File: config.mk
export PLATFORM = sky130hd
export DESIGN_NAME = mode_xfer_sup
export DESIGN_NICKNAME = d
export VERILOG_FILES = /design/src/rtl/mxs_pkg.sv /design/src/rtl/mxs_sag_detect.sv /design/src/rtl/mxs_match_count.sv /design/src/rtl/mxs_fb_watchdog.sv /design/src/rtl/mode_xfer_sup.sv
export SDC_FILE = /design/constraint.sdc
export NUM_CORES = 1
export LEC_CHECK = 0
export CAP_MARGIN = 10
export CORE_ASPECT_RATIO = 0.75
export CORE_MARGIN = 3
export CORE_UTILIZATION = 54
export CTS_CLUSTER_SIZE = 14
export DETAILED_ROUTE_END_ITERATION = 16
export MAX_ROUTING_LAYER = met4
export PLACE_DENSITY = 0.89
export SYNTH_ARGS = -nofsm -noshare
export SYNTH_HDL_FRONTEND = slang
export SYNTH_SLANG_ARGS = --single-unit
File: constraint.sdc
create_clock -name clk -period 7.5 [get_ports clk]
set_input_delay 0.75 -clock clk [delete_from_list [all_inputs] [get_ports clk]]
set_output_delay 0.75 -clock clk [all_outputs]
set_load 0.02 [all_outputs]
File: src/rtl/mxs_pkg.sv
package mxs_pkg;
   typedef enum logic [2:0] {
      ST_IDLE     = 3'd0,
      ST_FILTER   = 3'd1,
      ST_OPENING  = 3'd2,
      ST_BACKUP   = 3'd3,
      ST_CLOSING  = 3'd4,
      ST_SHUTDOWN = 3'd5,
      ST_FAULT    = 3'd6
   } sup_state_e;
endpackage

File: src/rtl/mxs_sag_detect.sv
module mxs_sag_detect #(
   parameter int ERR_W     = 12,
   parameter int LIM_MUL   = 154,
   parameter int LIM_SHIFT = 10
) (
   input  logic [ERR_W-1:0] rms_err,
   input  logic [ERR_W-1:0] rms_ref,
   input  logic             grid_present,
   output logic             grid_bad,
   output logic             outage
);
   localparam int MUL_W  = $clog2(LIM_MUL + 1);
   localparam int PROD_W = ERR_W + MUL_W;

   if (LIM_MUL < 1) begin : g_bad_mul
      $error("LIM_MUL must be positive");
   end
   if (LIM_MUL >= (1 << LIM_SHIFT)) begin : g_bad_ratio
      $error("limit ratio must stay below one");
   end
   if (LIM_SHIFT >= PROD_W) begin : g_bad_shift
      $error("LIM_SHIFT too large for product width");
   end

   logic [PROD_W-1:0] prod;
   logic [PROD_W-1:0] limit;

   always_comb begin
      prod     = PROD_W'(rms_ref) * PROD_W'(LIM_MUL);
      limit    = prod >> LIM_SHIFT;
      outage   = !grid_present;
      grid_bad = outage || (PROD_W'(rms_err) > limit);
   end
endmodule

File: src/rtl/mxs_match_count.sv
module mxs_match_count #(
   parameter int N_MATCH = 5
) (
   input  logic clk,
   input  logic rst_n,
   input  logic enable,
   input  logic cycle_tick,
   input  logic sync_match,
   output logic done
);
   localparam int CW = $clog2(N_MATCH + 1);

   if (N_MATCH < 1) begin : g_bad_n
      $error("N_MATCH must be at least one");
   end

   logic [CW-1:0] cnt;

   always_ff @(posedge clk) begin
      if (!rst_n || !enable) begin
         cnt <= '0;
      end else if (cycle_tick) begin
         if (!sync_match)
            cnt <= '0;
         else if (cnt != CW'(N_MATCH))
            cnt <= cnt + 1'b1;
      end
   end

   assign done = (cnt == CW'(N_MATCH));

   // a tick without a match zeroes the run
   p_cnt_clear_r8: assert property (@(posedge clk) disable iff (!rst_n)
      (enable && cycle_tick && !sync_match) |=> (cnt == '0));
   p_cnt_bound_r5: assert property (@(posedge clk) disable iff (!rst_n)
      cnt <= CW'(N_MATCH));
endmodule

File: src/rtl/mxs_fb_watchdog.sv
module mxs_fb_watchdog #(
   parameter int FB_TMO = 1000
) (
   input  logic clk,
   input  logic rst_n,
   input  logic waiting,
   input  logic restart,
   input  logic confirmed,
   output logic expired
);
   localparam int CW = $clog2(FB_TMO + 1);

   if (FB_TMO < 2) begin : g_bad_tmo
      $error("FB_TMO must be at least two");
   end

   logic [CW-1:0] cnt;

   always_ff @(posedge clk) begin
      if (!rst_n || !waiting || restart || confirmed)
         cnt <= '0;
      else if (cnt != CW'(FB_TMO - 1))
         cnt <= cnt + 1'b1;
   end

   assign expired = waiting && !confirmed && (cnt == CW'(FB_TMO - 1));

   p_cnt_idle_r9: assert property (@(posedge clk) disable iff (!rst_n)
      !waiting |=> (cnt == '0));
endmodule

File: src/rtl/mode_xfer_sup.sv
module mode_xfer_sup #(
   parameter int ERR_W     = 12,
   parameter int DC_W      = 10,
   parameter int LIM_MUL   = 154,
   parameter int LIM_SHIFT = 10,
   parameter int N_MATCH   = 5,
   parameter int FB_TMO    = 1000,
   parameter int DC_LOW    = 320,
   parameter int DC_CUT    = 160
) (
   input  logic             clk,
   input  logic             rst_n,
   input  logic [ERR_W-1:0] grid_rms_err,
   input  logic [ERR_W-1:0] grid_rms_ref,
   input  logic             grid_present,
   input  logic             bypass_fb,
   input  logic             sync_match,
   input  logic             cycle_tick,
   input  logic [DC_W-1:0]  dc_link,
   output logic             bypass_gate,
   output logic             mode_backup,
   output logic             ref_freerun,
   output logic             amp_reduced,
   output logic             iref_ramp_en,
   output logic             inv_enable,
   output logic             fb_fault
);
   import mxs_pkg::*;

   if (DC_CUT >= DC_LOW) begin : g_bad_dc
      $error("DC_CUT must lie below DC_LOW");
   end
   if (DC_LOW >= (1 << DC_W)) begin : g_bad_dcw
      $error("DC_LOW does not fit DC_W");
   end

   sup_state_e state, state_nxt;
   logic grid_bad, outage, match_done, fb_expired;
   logic waiting, confirmed, dc_low, dc_cut, islanded;

   mxs_sag_detect #(.ERR_W(ERR_W), .LIM_MUL(LIM_MUL), .LIM_SHIFT(LIM_SHIFT)) u_sag (
      .rms_err(grid_rms_err), .rms_ref(grid_rms_ref), .grid_present(grid_present),
      .grid_bad(grid_bad), .outage(outage));

   mxs_match_count #(.N_MATCH(N_MATCH)) u_match (
      .clk(clk), .rst_n(rst_n), .enable((state == ST_BACKUP) && !grid_bad),
      .cycle_tick(cycle_tick), .sync_match(sync_match), .done(match_done));

   assign waiting   = (state == ST_OPENING) || (state == ST_CLOSING);
   assign confirmed = (state == ST_OPENING) ? !bypass_fb : bypass_fb;

   mxs_fb_watchdog #(.FB_TMO(FB_TMO)) u_wdog (
      .clk(clk), .rst_n(rst_n), .waiting(waiting), .restart(state_nxt != state),
      .confirmed(confirmed), .expired(fb_expired));

   assign dc_low = dc_link < DC_W'(DC_LOW);
   assign dc_cut = dc_link < DC_W'(DC_CUT);

   always_comb begin
      state_nxt = state;
      unique case (state)
         ST_IDLE:     if (!grid_bad && bypass_fb) state_nxt = ST_FILTER;
         ST_FILTER:   if (grid_bad) state_nxt = ST_OPENING;
         ST_OPENING: begin
            if (!bypass_fb)      state_nxt = ST_BACKUP;
            else if (fb_expired) state_nxt = ST_FAULT;
         end
         ST_BACKUP: begin
            if (dc_cut)          state_nxt = ST_SHUTDOWN;
            else if (match_done) state_nxt = ST_CLOSING;
         end
         ST_CLOSING: begin
            if (grid_bad)        state_nxt = ST_OPENING;
            else if (bypass_fb)  state_nxt = ST_FILTER;
            else if (fb_expired) state_nxt = ST_FAULT;
         end
         ST_SHUTDOWN: if (!grid_bad) state_nxt = ST_IDLE;
         ST_FAULT:    state_nxt = ST_FAULT;
         default:     state_nxt = ST_FAULT;
      endcase
   end

   always_ff @(posedge clk) begin
      if (!rst_n) state <= ST_IDLE;
      else        state <= state_nxt;
   end

   assign islanded     = (state == ST_BACKUP) || (state == ST_CLOSING);
   assign bypass_gate  = (state == ST_IDLE) || (state == ST_FILTER) || (state == ST_CLOSING);
   assign inv_enable   = (state == ST_FILTER) || islanded;
   assign mode_backup  = islanded || (state == ST_SHUTDOWN);
   assign iref_ramp_en = (state == ST_FILTER);
   assign ref_freerun  = islanded && outage;
   assign amp_reduced  = islanded && dc_low;
   assign fb_fault     = (state == ST_FAULT);


   p_gate_opens_r2: assert property (@(posedge clk) disable iff (!rst_n)
      (state == ST_FILTER && grid_bad) |=> !bypass_gate);

   p_backup_entry_r3: assert property (@(posedge clk) disable iff (!rst_n)
      $rose(mode_backup) |-> $past(!bypass_fb));

   p_freerun_r4: assert property (@(posedge clk) disable iff (!rst_n)
      ref_freerun |-> (mode_backup && !grid_present));

   p_close_match_r5: assert property (@(posedge clk) disable iff (!rst_n)
      ($rose(bypass_gate) && mode_backup) |-> $past(match_done));

   p_filter_entry_r6: assert property (@(posedge clk) disable iff (!rst_n)
      $rose(iref_ramp_en) |-> $past(bypass_fb));

   p_shutdown_r7: assert property (@(posedge clk) disable iff (!rst_n)
      (state == ST_BACKUP && dc_cut) |=> !inv_enable);

   p_fault_latched_r9: assert property (@(posedge clk) disable iff (!rst_n)
      fb_fault |=> fb_fault);
   p_fault_safe_r9: assert property (@(posedge clk) disable iff (!rst_n)
      fb_fault |-> (!inv_enable && !bypass_gate));
endmodule

==> key figures, run 1 <==
Timing
  • Tcrit/Tclk final: 0.887
  • Setup violators final: 0
  • RSZ-0062 raised after global routing: false
  • Minimum clock period: 6.65 ns
  • Sum Neg Setup Slack: 0 ns
  • Max-slew headroom: 0.321
  • Worst slew pin tran: between 1 and 1.5 ns
  • Final hold vios: 0
  • Slew Limit Fails: 0
  • Skew final: around 0.0063 ns
  • Fmax: about 0.15 GHz

Layout
  • Fillers: ~370
  • Commonest non-fill, non-tap cell in the layout: ha_1
  • Ant diodes: 0
  • FF+latch area: between 300 and 400 µm²
  • Fin nets: between 400 and 500
  • Most frequent cells in the layout: 58 x ha_1, 50 x inv_1, 41 x clkdlybuf4s50_1, 36 x nand2_1, 18 x nor2_1
  • Multi-input gate area: about 2200 µm²
  • Layout cells sized above 1: 0.0442
  • Area delta synth->final: 18.6%

Pwr
  • Leakage: 0.00150 µW
  • Overall power: between 500 and 600 µW
  • NetSw: 229 µW
  • Logic pwr share: 0.710
  • Switching part of the total: 0.437
  • Peak supply drop: between 0.0001 and 0.00015 V
  • Pint: just under 300 µW
  • PD cells: about 160 nW/µm²
  • Clk network pwr share: 0.123
  • Reg power frac: 0.167

Floorplan
  • Full die area: about 5900 µm²
  • # IOs: 47
  • Row count: 21
  • Die H: 67.1 µm
  • Initial Utilization: 0.581
  • Core area: roughly 4600 µm²
  • Die width: about 87 µm

Global routing
  • M1 GR Usage: 0.297
  • GRT Max-Usage Layer: met2
  • Congestion Overflow GR: 0
  • Initial antenna violation count: 0
  • Number of global-route vias before repair: about 2400
  • Largest net degree at the start of global routing: 15
  • Met2 global-route usage: 0.367
  • GRT met3 Usage: 0.0396
  • GRT Resource Usage Total: 0.227
  • Global-route wire length before repair: slightly above 10000 µm

Critical path
  • Crit path buf inv count: 3
  • Critical Path RT: 7.68 ns
  • Crit path cell chain: clkdlybuf4s50_1, ha_1, ha_1, inv_1, fa_1, fa_1, inv_1, ha_1, or3_1, a21oi_2, o21ai_2, o41ai_4, o211ai_1, o21ai_0, a21o_1, ha_1, nand4_1, nor4_2, a2111oi_2, nand2_1, o211ai_1, nand4_1, o21ai_1
  • Stages on the worst setup path: 23
  • RR Endpoint: u_wdog.cnt[2]
  • CP arrival: 6.83 ns
  • Critical path's largest stage delay: 0.74 ns
  • R2r setup slk: 5.27 ns
  • R2R Path Start: u_wdog.cnt[0]
  • CP most frequent cell: ha_1
  • Crit. Startpoint: grid_rms_ref[4]
  • Crit path to: u_wdog.cnt[2]
  • CP startpoint kind: input pin
  • Delay-heaviest family, CP: compound AO/OA/AOI/OAI gates
  • Maximum fanout along the worst path: 11
  • Max stage delay cell, worst path: o211ai_1
  • Worst Reg-to-Reg Cells: 6
  • WS Path Type: in2reg
  • Endpoint type of the worst setup path: flip-flop

Logic synthesis
  • Synth Area in Simple Gates: 0.184
  • Library cells used by synthesis: 51
  • Synth Area in Adders: 0.382
  • Post-synthesis mux area share: 0.0163
  • Largest family of logic cells by synthesized area: adder cells
  • Ranking of synthesized cells by area: ha_1 27%, dfxtp_1 12%, fa_1 11%
  • Mapped Nets: around 440
  • Primary FF master, synth: dfxtp_1
  • Synth warn: 0
  • Mapped Area: about 2700 µm²
  • Post-synth top area share: 0.270
  • Synth Area per Inst: roughly 8.3 µm²
  • Cells after Synth: approximately 320
  • Synth Area in Compound Gates: 0.172
  • Number of flops mapped to enable cells by yosys: 0
  • Area leader, netlist: ha_1
  • Seq cells post-synth: 16
  • Xor and xnor area share after synthesis: 0.0489
  • Sequential share of the synthesized area: 0.119
  • Async set-reset flop share out of synthesis: 0

Clocking
  • Root buf cell: clkbuf_8
  • Hold buffers post-CTS: 0
  • CTS tree: built
  • TritonCTS Buffers: 3
  • Clock Sinks: 16
  • Post-CTS sizing: 0
  • Clk buf depth: 2
  • Clock-pin slew on the worst setup and hold paths: 0.06 ns
  • Postcts setup bufs: 0
  • Worst-Skew Late Latency: between 0.2 and 0.3 ns
  • H-tree depth: 1

Flow run
  • Max Cap Viol: 0

Drt
  • Total Wirelength: roughly 6200 µm
  • Antenna-violating nets left: 0
  • Routed len/inst: ~15 µm
  • Via count: 2435
  • Initial DRT Pass Iterations: 5
  • Vias/cell: just under 6
  • DRT iter0 DRCs: about 110
  • Residual DRC: 0

Worst hold path
  • Hold crit path type: reg2reg

Place
  • Port Buf Inserts: 41
  • GPL Wtd Cong: between 0.8 and 0.9
  • HPWL after DPL: 5180 µm

Outcome
  • Outcome: complete, no violations
logic make-up (layout without fill, tap and decap cells):
group / Yosys count / count (layout)
muxes: 3 / 3
adders and majority gates: 73 / 73
xor gates and xnor gates: 15 / 15
buffers and inverters: 55 / 94
AOI/OAI and AO/OA: 63 / 63
and+or+nand+nor: 98 / 98
DFF: 16 / 16
worst min-delay path by stage:
stage	from	to	slack, ns	cells past startpoint
3_3_place_gp	u_match.cnt[2]	u_match.cnt[2]	0.52	2
3_5_place_dp	u_match.cnt[2]	u_match.cnt[2]	0.55	2
4_1_cts	u_match.cnt[1]	u_match.cnt[1]	0.56	2
2_1_floorplan	u_match.cnt[2]	u_match.cnt[2]	0.50	2
5_1_grt	u_match.cnt[0]	u_match.cnt[0]	0.59	2
6_report	u_match.cnt[1]	u_match.cnt[1]	0.57	2
per-stage QoR:
step | instance area, µm² | util | hold WS (ns) | setup WS [ns] | cells
finish | 3190 | 0.690 | 0.566 | 0.849 | 419
global route | 3190 | 0.690 | 0.587 | 0.438 | 419
CTS | 3190 | 0.690 | 0.562 | 0.956 | 419
detailed placement | 3150 | 0.681 | 0.553 | 0.709 | 416
global placement | 3150 | 0.681 | 0.521 | 0.860 | 416
floorplan | 2690 | - | 0.500 | 1.97 | 323
routing by layer:
layer,vias up,share of wire
li1,1209,-
met4,0,0.013
met1,1126,0.47
met5,-,0
met3,16,0.061
met2,84,0.46
cells in the mapped netlist (all sizes together), types with 5 or more instances:
library cell   n
xnor2         11
and3           6
o21ai         21
buf            5
a21oi         11
o21a           6
dfxtp         16
ha            58
nor2          18
nand2         36
nand3          8
inv           50
fa            15
nand4         12
worst register-to-register path, cell delays in order, from the launching register on:
cell     delay [ns]
dfxtp_1        0.37
ha_1           0.32
nand4_1        0.33
o31ai_1        0.12
a22oi_1        0.70
nand4_1        0.18
o21ai_1        0.14
final cells by class:
class / count / area share
well taps: 57 / 0.0224
clock buffers: 3 / 0.0129
multi-input cells: 252 / 0.677
flip-flops and latches: 16 / 0.100
inverters: 50 / 0.0588
repair buffers: 41 / 0.129
power groups by stage:
stage	combinational, µW	clock (µW)	sequential (µW)
CTS	370	65.1	87.2
global placement	345	0	89.0
detailed placement	366	0	89.0
global route	424	67.0	87.4
finish	372	64.4	87.2
floorplan	276	0	87.8
sequential cells by signal, indices dropped and copies added, names as in the netlist:
signal / count
u_wdog.cnt: 10
state: 3
u_match.cnt: 3
No activity file was read; power rests on OpenSTA's default activity.
==> inputs of run 2 (changes only) <==
--- a/config.mk
+++ b/config.mk
@@ -12,7 +12,8 @@
 export CTS_CLUSTER_SIZE = 14
 export DETAILED_ROUTE_END_ITERATION = 16
 export MAX_ROUTING_LAYER = met4
-export PLACE_DENSITY = 0.89
+export PLACE_DENSITY = 0.83
 export SYNTH_ARGS = -nofsm -noshare
 export SYNTH_HDL_FRONTEND = slang
 export SYNTH_SLANG_ARGS = --single-unit
+export TNS_END_PERCENT = 30
==> key figures, run 2 (synthesis gave the netlist of run 1 again) <==
Outcome
  • Outcome: complete, no violations (unchanged)

Timing
  • Hold slack final: 0.547 ns (was 0.566 ns)
  • Minimum clock period: 6.64 ns (was 6.65 ns)
  • Max-slew headroom: 0.361 (was 0.321)
  • Tcrit/Tclk final: 0.886 (was 0.887)
  • Skew final: 0.00129 ns (was 0.00629 ns)
  • Slew Limit Fails: 0 (unchanged)
  • Worst slew pin tran: 0.957 ns (was 1.02 ns)
  • Fmax: 0.151 GHz (was 0.150 GHz)
  • Setup violators final: 0 (unchanged)
  • Sum Neg Setup Slack: 0 ns (unchanged)
  • Final hold vios: 0 (unchanged)
  • RSZ-0062 raised after global routing: false (unchanged)

Drt
  • Via count: 2362 (was 2435)
  • DRT iter0 DRCs: 93 (was 109)
  • Vias/cell: 5.64 (was 5.81)
  • Initial DRT Pass Iterations: 4 (was 5)
  • Total Wirelength: 5740 µm (was 6230 µm)
  • Antenna-violating nets left: 0 (unchanged)
  • Routed len/inst: 13.7 µm (was 14.9 µm)
  • Residual DRC: 0 (unchanged)

Layout
  • Area delta synth->final: 18.6% (unchanged)
  • Regs by FF count: u_wdog.cnt x10, state x3, u_match.cnt x3 (unchanged)
  • Most flops, register: u_wdog.cnt (unchanged)
  • Max FFs per register: 10 (unchanged)
  • Ant diodes: 0 (unchanged)
  • Commonest non-fill, non-tap cell in the layout: ha_1 (unchanged)
  • Layout cells sized above 1: 0.0442 (unchanged)
  • Fin nets: 477 (unchanged)
  • Fillers: 385 (was 373)
  • Most frequent cells in the layout: 58 x ha_1, 50 x inv_1, 41 x clkdlybuf4s50_1, 36 x nand2_1, 18 x nor2_1 (unchanged)

Critical path
  • Worst Reg-to-Reg Cells: 6 (unchanged)
  • R2r setup slk: 5.36 ns (was 5.27 ns)
  • CP most frequent cell: ha_1 (unchanged)
  • WS Path Type: in2reg (unchanged)
  • CP startpoint kind: input pin (unchanged)
  • Maximum fanout along the worst path: 11 (unchanged)
  • R2R Path Start: u_wdog.cnt[0] (unchanged)
  • Endpoint type of the worst setup path: flip-flop (unchanged)
  • Critical path's largest stage delay: 0.77 ns (was 0.74 ns)
  • Max stage delay cell, worst path: o211ai_1 (unchanged)
  • Critical Path RT: 7.67 ns (was 7.68 ns)
  • RR Endpoint: u_wdog.cnt[0] (was u_wdog.cnt[2])
  • CP arrival: 6.82 ns (was 6.83 ns)
  • Crit path cell chain: clkdlybuf4s50_1, ha_1, ha_1, inv_1, fa_1, fa_1, inv_1, ha_1, or3_1, a21oi_2, o21ai_2, o41ai_4, o211ai_1, o21ai_0, a21o_1, ha_1, nand4_1, nor4_2, a2111oi_2, nand2_1, o211ai_1, nand4_1, o21ai_1 (unchanged)

Floorplan
  • Initial Utilization: 0.581 (unchanged)
  • Full die area: 5870 µm² (unchanged)
  • Core area: 4620 µm² (unchanged)
  • Die H: 67.1 µm (unchanged)
  • # IOs: 47 (unchanged)
  • Row count: 21 (unchanged)
  • Die width: 87.5 µm (unchanged)

Global routing
  • GRT Resource Usage Total: 0.202 (was 0.227)
  • Congestion Overflow GR: 0 (unchanged)
  • Largest net degree at the start of global routing: 15 (unchanged)
  • Global-route wire length before repair: 9370 µm (was 10400 µm)
  • Initial antenna violation count: 0 (unchanged)
  • Number of global-route vias before repair: 2178 (was 2376)

Clocking
  • Root buf cell: clkbuf_8 (unchanged)
  • Clock-pin slew on the worst setup and hold paths: 0.06 ns (about the same)
  • Clk buf depth: 2 (unchanged)
  • Worst-Skew Late Latency: 0.24 ns (was 0.25 ns)
  • H-tree depth: 1 (unchanged)
  • TritonCTS Buffers: 3 (unchanged)
  • Post-CTS sizing: 0 (unchanged)
  • Postcts setup bufs: 0 (unchanged)
  • CTS tree: built (unchanged)
  • Clock Sinks: 16 (unchanged)
  • Hold buffers post-CTS: 0 (unchanged)

Worst hold path
  • Hold Path Origin: u_match.cnt[2] (was u_match.cnt[1])
  • Hold crit path type: reg2reg (unchanged)
  • Hold path depth: 2 (unchanged)
  • Worst Hold End: u_match.cnt[2] (was u_match.cnt[1])

Flow run
  • Max Cap Viol: 0 (unchanged)

Place
  • HPWL after DPL: 4800 µm (was 5180 µm)
  • GPL Wtd Cong: 0.864 (was 0.841)
  • Port Buf Inserts: 41 (unchanged)

Pwr
  • PD cells: 161 nW/µm² (was 164 nW/µm²)
  • Peak supply drop: 0.000117 V (was 0.000110 V)
  • Leakage: 0.00150 µW (unchanged)
==> run 2: cell counts in the layout (fill, tap and decap cells not counted) <==
Identical to the previous run, type by type.
==> run 2: final cells by class <==
cell class | count | area, µm² | share of cell area
flip-flops and latches | 16 | 320 | 0.100
inverters | 50 | 188 | 0.0588
multi-input cells | 252 | 2160 | 0.677
well taps | 57 | 71.3 | 0.0224
clock buffers | 3 | 41.3 | 0.0129
repair buffers | 41 | 410 | 0.129
==> run 2: layer usage <==
layer,share of wire,GRT usage
met4,0.0030,0.0172
met2,0.45,0.320
met1,0.51,0.286
met3,0.044,0.0284
met5,0,-
==> run 2: worst max-delay path, delay by kind of cell <==
family	cells	cell delay (ns)
AOI/OAI and AO/OA	9	2.41
adders and majority gates	6	2.12
buffers and inverters	3	0.63
and+or+nand+nor	5	0.89
==> run 2: worst max path at each step <==
stage                                from            end  slack, ns
after floorplan           grid_rms_ref[4]  u_wdog.cnt[0]       1.97
after global placement    grid_rms_ref[4]       state[1]       0.88
after detailed placement  grid_rms_ref[4]  u_wdog.cnt[0]       0.66
after CTS                 grid_rms_ref[4]  u_wdog.cnt[0]       0.88
after global routing      grid_rms_ref[4]  u_wdog.cnt[0]       0.49
final                     grid_rms_ref[4]  u_wdog.cnt[0]       0.86
==> run 2: power breakdown <==
part / switching, µW / internal (µW)
combinational: 191 / 172
sequential: 1.66 / 85.6
clock: 27.1 / 35.5
total: 220 / 293
==> run 2: stage by stage <==
stage	worst slack, ns	utilization	instances	area (µm²)	power, µW
2_1_floorplan	1.97	-	323	2690	364
5_1_grt	0.490	0.690	419	3190	571
6_report	0.856	0.690	419	3190	513
4_1_cts	0.884	0.690	419	3190	518
3_5_place_dp	0.663	0.681	416	3150	450
3_3_place_gp	0.884	0.681	416	3150	434
